<file path="config.mk">
export PLATFORM = sky130hd
export DESIGN_NAME = gprf_bank_2r1w
export DESIGN_NICKNAME = d
export VERILOG_FILES = /design/src/rtl/gprf_pkg.sv /design/src/rtl/gprf_wr_decode.sv /design/src/rtl/gprf_row.sv /design/src/rtl/gprf_rd_mux.sv /design/src/rtl/gprf_bank_2r1w.sv
export SDC_FILE = /design/constraint.sdc
export NUM_CORES = 2
export LEC_CHECK = 0
export BUFFER_PORTS_ARGS = -buffer_cell sky130_fd_sc_hd__buf_2
export CAP_MARGIN = 20
export CORE_AREA = 2 2 339 341
export CTS_BUF_LIST = sky130_fd_sc_hd__clkbuf_8
export CTS_CLUSTER_DIAMETER = 30
export DETAILED_ROUTE_END_ITERATION = 8
export DIE_AREA = 0 0 341 343
export PLACE_DENSITY = 0.78
export SLEW_MARGIN = 20
export SYNTH_ARGS = -nofsm -noshare
export SYNTH_HDL_FRONTEND = slang
export SYNTH_HIERARCHICAL = 1
export SYNTH_SLANG_ARGS = --single-unit
</file>
<file path="constraint.sdc">
create_clock -name clk -period 2.9 [get_ports clk]
set_clock_uncertainty 0.2 [all_clocks]
set_input_delay 0 -clock clk [delete_from_list [all_inputs] [get_ports clk]]
set_output_delay 0 -clock clk [all_outputs]
set_load 0.01 [all_outputs]
</file>
<file path="src/rtl/gprf_pkg.sv">
package gprf_pkg;
  // Default geometry of the register bank
  localparam int unsigned GPRF_REGS_DEF  = 32;
  localparam int unsigned GPRF_WIDTH_DEF = 32;
  // Number of combinational read ports served by the bank
  localparam int unsigned GPRF_RD_PORTS  = 2;
endpackage

</file>
<file path="src/rtl/gprf_wr_decode.sv">
// Turns the write request into per-entry enables; entry 0 gets none.
module gprf_wr_decode #(
  parameter int unsigned NUM_REGS = 32,
  parameter int unsigned IDX_W    = 5
) (
  input  logic                wr_en,
  input  logic [IDX_W-1:0]    wr_idx,
  output logic [NUM_REGS-1:1] row_en
);
  always_comb begin
    row_en = '0;
    for (int unsigned i = 1; i < NUM_REGS; i++) begin
      if (wr_en && (wr_idx == IDX_W'(i))) begin
        row_en[i] = 1'b1;
      end
    end
  end
endmodule

</file>
<file path="src/rtl/gprf_row.sv">
// One storage entry, captured on the falling clock edge.
module gprf_row #(
  parameter int unsigned DATA_W = 32
) (
  input  logic              clk,
  input  logic              rst_n,
  input  logic              wr_en,
  input  logic [DATA_W-1:0] wr_data,
  output logic [DATA_W-1:0] q
);
  logic [DATA_W-1:0] q_r;
  logic [DATA_W-1:0] q_nxt;

  always_comb begin
    q_nxt = wr_en ? wr_data : q_r;
  end

  always_ff @(negedge clk or negedge rst_n) begin
    if (!rst_n) begin
      q_r <= '0;
    end else if (wr_en) begin
      q_r <= q_nxt;
    end
  end

  assign q = q_r;
endmodule

</file>
<file path="src/rtl/gprf_rd_mux.sv">
// Combinational read selector; index 0 or an index past the bank reads zero.
module gprf_rd_mux #(
  parameter int unsigned NUM_REGS = 32,
  parameter int unsigned DATA_W   = 32,
  parameter int unsigned IDX_W    = 5
) (
  input  logic [NUM_REGS-1:0][DATA_W-1:0] rows,
  input  logic [IDX_W-1:0]                idx,
  output logic [DATA_W-1:0]               data
);
  localparam logic [IDX_W:0] LIMIT = (IDX_W+1)'(NUM_REGS);

  logic in_range;

  always_comb begin
    in_range = ({1'b0, idx} < LIMIT) && (idx != '0);
    data     = in_range ? rows[idx] : '0;
  end
endmodule

</file>
<file path="src/rtl/gprf_bank_2r1w.sv">
module gprf_bank_2r1w #(
  parameter int unsigned NUM_REGS = gprf_pkg::GPRF_REGS_DEF,
  parameter int unsigned DATA_W   = gprf_pkg::GPRF_WIDTH_DEF,
  localparam int unsigned IDX_W   = $clog2(NUM_REGS)
) (
  input  logic              clk,
  input  logic              rst_n,
  input  logic              wr_en,
  input  logic [IDX_W-1:0]  wr_idx,
  input  logic [DATA_W-1:0] wr_data,
  input  logic [IDX_W-1:0]  rd_a_idx,
  output logic [DATA_W-1:0] rd_a_data,
  input  logic [IDX_W-1:0]  rd_b_idx,
  output logic [DATA_W-1:0] rd_b_data
);
  localparam int unsigned NUM_RD = gprf_pkg::GPRF_RD_PORTS;

  logic [NUM_REGS-1:1]              row_en;
  logic [NUM_REGS-1:0][DATA_W-1:0]  row_q;
  logic [NUM_RD-1:0][IDX_W-1:0]     rd_idx_v;
  logic [NUM_RD-1:0][DATA_W-1:0]    rd_data_v;

  gprf_wr_decode #(
    .NUM_REGS (NUM_REGS),
    .IDX_W    (IDX_W)
  ) wr_dec_i (
    .wr_en  (wr_en),
    .wr_idx (wr_idx),
    .row_en (row_en)
  );

  // Entry 0 is a constant, not storage
  assign row_q[0] = '0;

  for (genvar r = 1; r < NUM_REGS; r++) begin : g_row
    gprf_row #(
      .DATA_W (DATA_W)
    ) row_i (
      .clk     (clk),
      .rst_n   (rst_n),
      .wr_en   (row_en[r]),
      .wr_data (wr_data),
      .q       (row_q[r])
    );
  end

  assign rd_idx_v[0] = rd_a_idx;
  assign rd_idx_v[1] = rd_b_idx;

  for (genvar p = 0; p < NUM_RD; p++) begin : g_rd
    gprf_rd_mux #(
      .NUM_REGS (NUM_REGS),
      .DATA_W   (DATA_W),
      .IDX_W    (IDX_W)
    ) rd_mux_i (
      .rows (row_q),
      .idx  (rd_idx_v[p]),
      .data (rd_data_v[p])
    );
  end

  assign rd_a_data = rd_data_v[0];
  assign rd_b_data = rd_data_v[1];
endmodule

</file>
==> results_dict.tcl <==
set metrics [dict create \
    largest_register_ffs 992 \
    setup_viol 64 \
    avgViaCountPerCell 6.79 \
    antenna_found_initial 16 \
    synth_largest_area_cell "dfrtn_1" \
    grt_max_degree 74 \
    clockBufferDepth 3 \
    powerDensity_nw_per_um2 687 \
    ys_top_cells_by_count "992 x dfrtn_1, 930 x mux2_4, 448 x mux4_2" \
    critPathBufInv 2 \
    grt_pass1_wl_um 290000 \
    core.rowCount 124 \
    slew_violations 0 \
    reg2reg_to "g_row[13].row_i/q[7]$_DFFE_NN0P_" \
    finalWeightedCongestion 0.882 \
    wirelength_um 205000 \
    ir_drop_v 0.000559 \
    layoutNonFillerInstCount 6149 \
    critical_path_class "flop to output pin" \
    clk-insertion-delay-late_ns 0.77 \
    status "finished, violations left" \
    die_w_um 341 \
    cp-startpoint "g_row[18].row_i/q[27]$_DFFE_NN0P_" \
    grt-ovfl-total 0 \
    synthDistinctLibCells 36 \
    slowest_stage "dfrtn_1" \
    max-slew-margin-rel 0.166 \
    dieArea_um2 117000 \
    clk_pin_slew_ns 0.05 \
    synthTopCellsByArea "dfrtn_1 42%, mux2_4 24%, mux4_2 17%, buf_12 3.2%, mux2_2 2.4%" \
    leakagePower_nw 32.9 \
    initial_utilization 0.517 \
    synth_edf_count 0 \
    worstPathCellList "mux2i_1, a221oi_2, o21ai_1, a311oi_2, buf_4, buf_6" \
    grt_pass1_vias 43400 \
    tightest_slew_ns 1.25 \
    area_growth_syn_to_layout_pct 25.4 \
    required_ns 2.70 \
    utilization 0.649 \
    h-tree-depth 4 \
    end_kind "output pin" \
    finish.net_count 4514 \
    r2r-start "g_row[13].row_i/q[7]$_DFFE_NN0P_" \
    grt_use_total 0.334 \
    slowest_delay_ns 0.51 \
    fin_ws_ns -1.44 \
    violations "negative setup slack" \
    switchingPower_mw 14.6 \
    p_int_mw 36.0 \
    r2r_cells 4 \
    synth_cells 3483 \
    r2r_slack_ns 1.50 \
    cpLargestDelayFamily "compound AO/OA/AOI/OAI gates" \
    core_um2 113000 \
    pre_cts_slack_ns -0.802 \
    drv_cap 0 \
    synthArstFlopShare 1.00 \
    drt_iter0_drc 5030 \
    placed_area_um2 66300 \
    drc 0 \
    routedWlPerCell_um 33.4 \
    rsz0062_at_grt "true" \
    clkSinkCount 992 \
    detail-route-antenna-nets 0 \
    syn_area_um2 58700 \
    synth.ff_latch_count 992 \
    synth_most_common_cell "dfrtn_1" \
    swShare 0.289 \
    ios 114 \
    place_inst 5701 \
    drive_above_1_share 0.688 \
    hold_viol 0 \
    cts_root_buffer "clkbuf_8" \
    ys_seq_area_frac 0.423 \
    die_h_um 343 \
    first_pass_iters 6 \
    vias 41800 \
    min_path_type "input port to asynchronous set/reset pin" \
    critPathArrivalTime_ns 4.14 \
    fin_area_um2 73600 \
    synth.avg_cell_area_um2 16.8 \
    ys.flop_type "dfrtn_1" \
    combPwrFrac 0.279 \
    synth_warnings 6 \
    cts_tree "done" \
    synth_top_area_share 0.423 \
    p_clk_frac 0.338 \
    cp_max_fo 3 \
    power_frac_seq 0.383 \
    hpwl_um 118000 \
    start_kind "flop" \
    port_buffers 113 \
    cts_made_buffers 195 \
]
how the worst max path moves through the flow:
stage                                       end  depth (start not counted)  slack, ns
6_report                          rd_a_data[27]                          6      -1.44
2_1_floorplan  g_row[24].row_i/q[0]$_DFFE_NN0P_                          5      -0.15
4_1_cts                            rd_a_data[1]                          5      -1.32
5_1_grt                           rd_a_data[27]                          6      -1.48
3_5_place_dp                       rd_b_data[9]                          5      -0.80
3_3_place_gp                       rd_a_data[9]                          5      -0.87
cells by family after synthesis:
kind of cell	synth area share
flip-flops	0.423
other	0.0000639
AO/OA/AOI/OAI	0.0456
multiplexers	0.456
AND/OR/NAND/NOR	0.0145
buffers and inverters	0.0607
power groups by stage:
stage	registers (mW)	logic, mW	clock network (mW)
detailed placement	19.1	12.4	0
floorplan	18.4	7.88	0
global route	19.5	14.7	17.8
finish	19.4	14.1	17.1
global placement	18.8	12.0	0
CTS	19.0	13.3	17.0
per-stage QoR:
step / TNS [ns] / hold slack [ns] / power, mW
2_1_floorplan: -13.52 / 0.0509 / 26.3
5_1_grt: -78.98 / 0.263 / 52.0
6_report: -77.00 / 0.270 / 50.6
4_1_cts: -74.81 / 0.242 / 49.3
3_5_place_dp: -311.53 / 0.272 / 31.5
3_3_place_gp: -298.24 / 0.262 / 30.9
area by class of cell:
cell class | instances | area (um2)
flip-flops and latches | 992 | 24800
well taps | 1512 | 1890
clock inverters | 129 | 1520
fillers | 6916 | 39800
clock buffers | 232 | 3190
diodes | 9 | 22.5
inverters | 2 | 12.5
repair buffers | 1052 | 9510
multi-input cells | 2221 | 32600
metal layers:
layer,routed length [um],share of wire,track usage,vias to the layer above
met1,72800,0.35,0.421,21600
li1,-,-,-,15600
met3,25200,0.12,0.110,1120
met5,224,0.0011,0,-
met2,91800,0.45,0.505,3391
met4,15300,0.075,0.199,20
cell usage in the layout, fill, tap and decap left out, drive strengths merged:
| master | synthesis | layout |
|---|---|---|
| mux2 | 1056 | 1056 |
| buf | 268 | 1052 |
| dfrtn | 992 | 992 |
| mux4 | 448 | 448 |
| clkbuf | 63 | 232 |
| mux2i | 128 | 128 |
| o21ai | 112 | 112 |
| nor2b | 68 | 68 |
| conb | 1 | 64 |
| a22oi | 64 | 64 |
| a211oi | 64 | 64 |
| a311oi | 64 | 64 |
| a221oi | 48 | 48 |
| inv | 2 | 47 |
| nor2 | 37 | 37 |
| clkinv | 0 | 34 |
| nand2 | 33 | 33 |
| bufinv | 0 | 30 |
| clkinvlp | 0 | 20 |
| o2111ai | 16 | 16 |
| diode | 0 | 9 |
| nand2b | 4 | 4 |
| nand4bb | 3 | 3 |
| nand4b | 3 | 3 |
| or2 | 3 | 3 |
| or4 | 2 | 2 |
| and2 | 2 | 2 |
| nand4 | 1 | 1 |
| or4b | 1 | 1 |
timing repair:
| action | 4_1_cts | 5_1_grt |
|---|---|---|
| hold buffers | 0 | 0 |
| setup endpoints to repair | 64 | 64 |
| pin swaps | 86 | 75 |
| gates resized for setup | 288 | 92 |
| buffers inserted | 50 | 50 |
(Power assumes the default switching activity.)
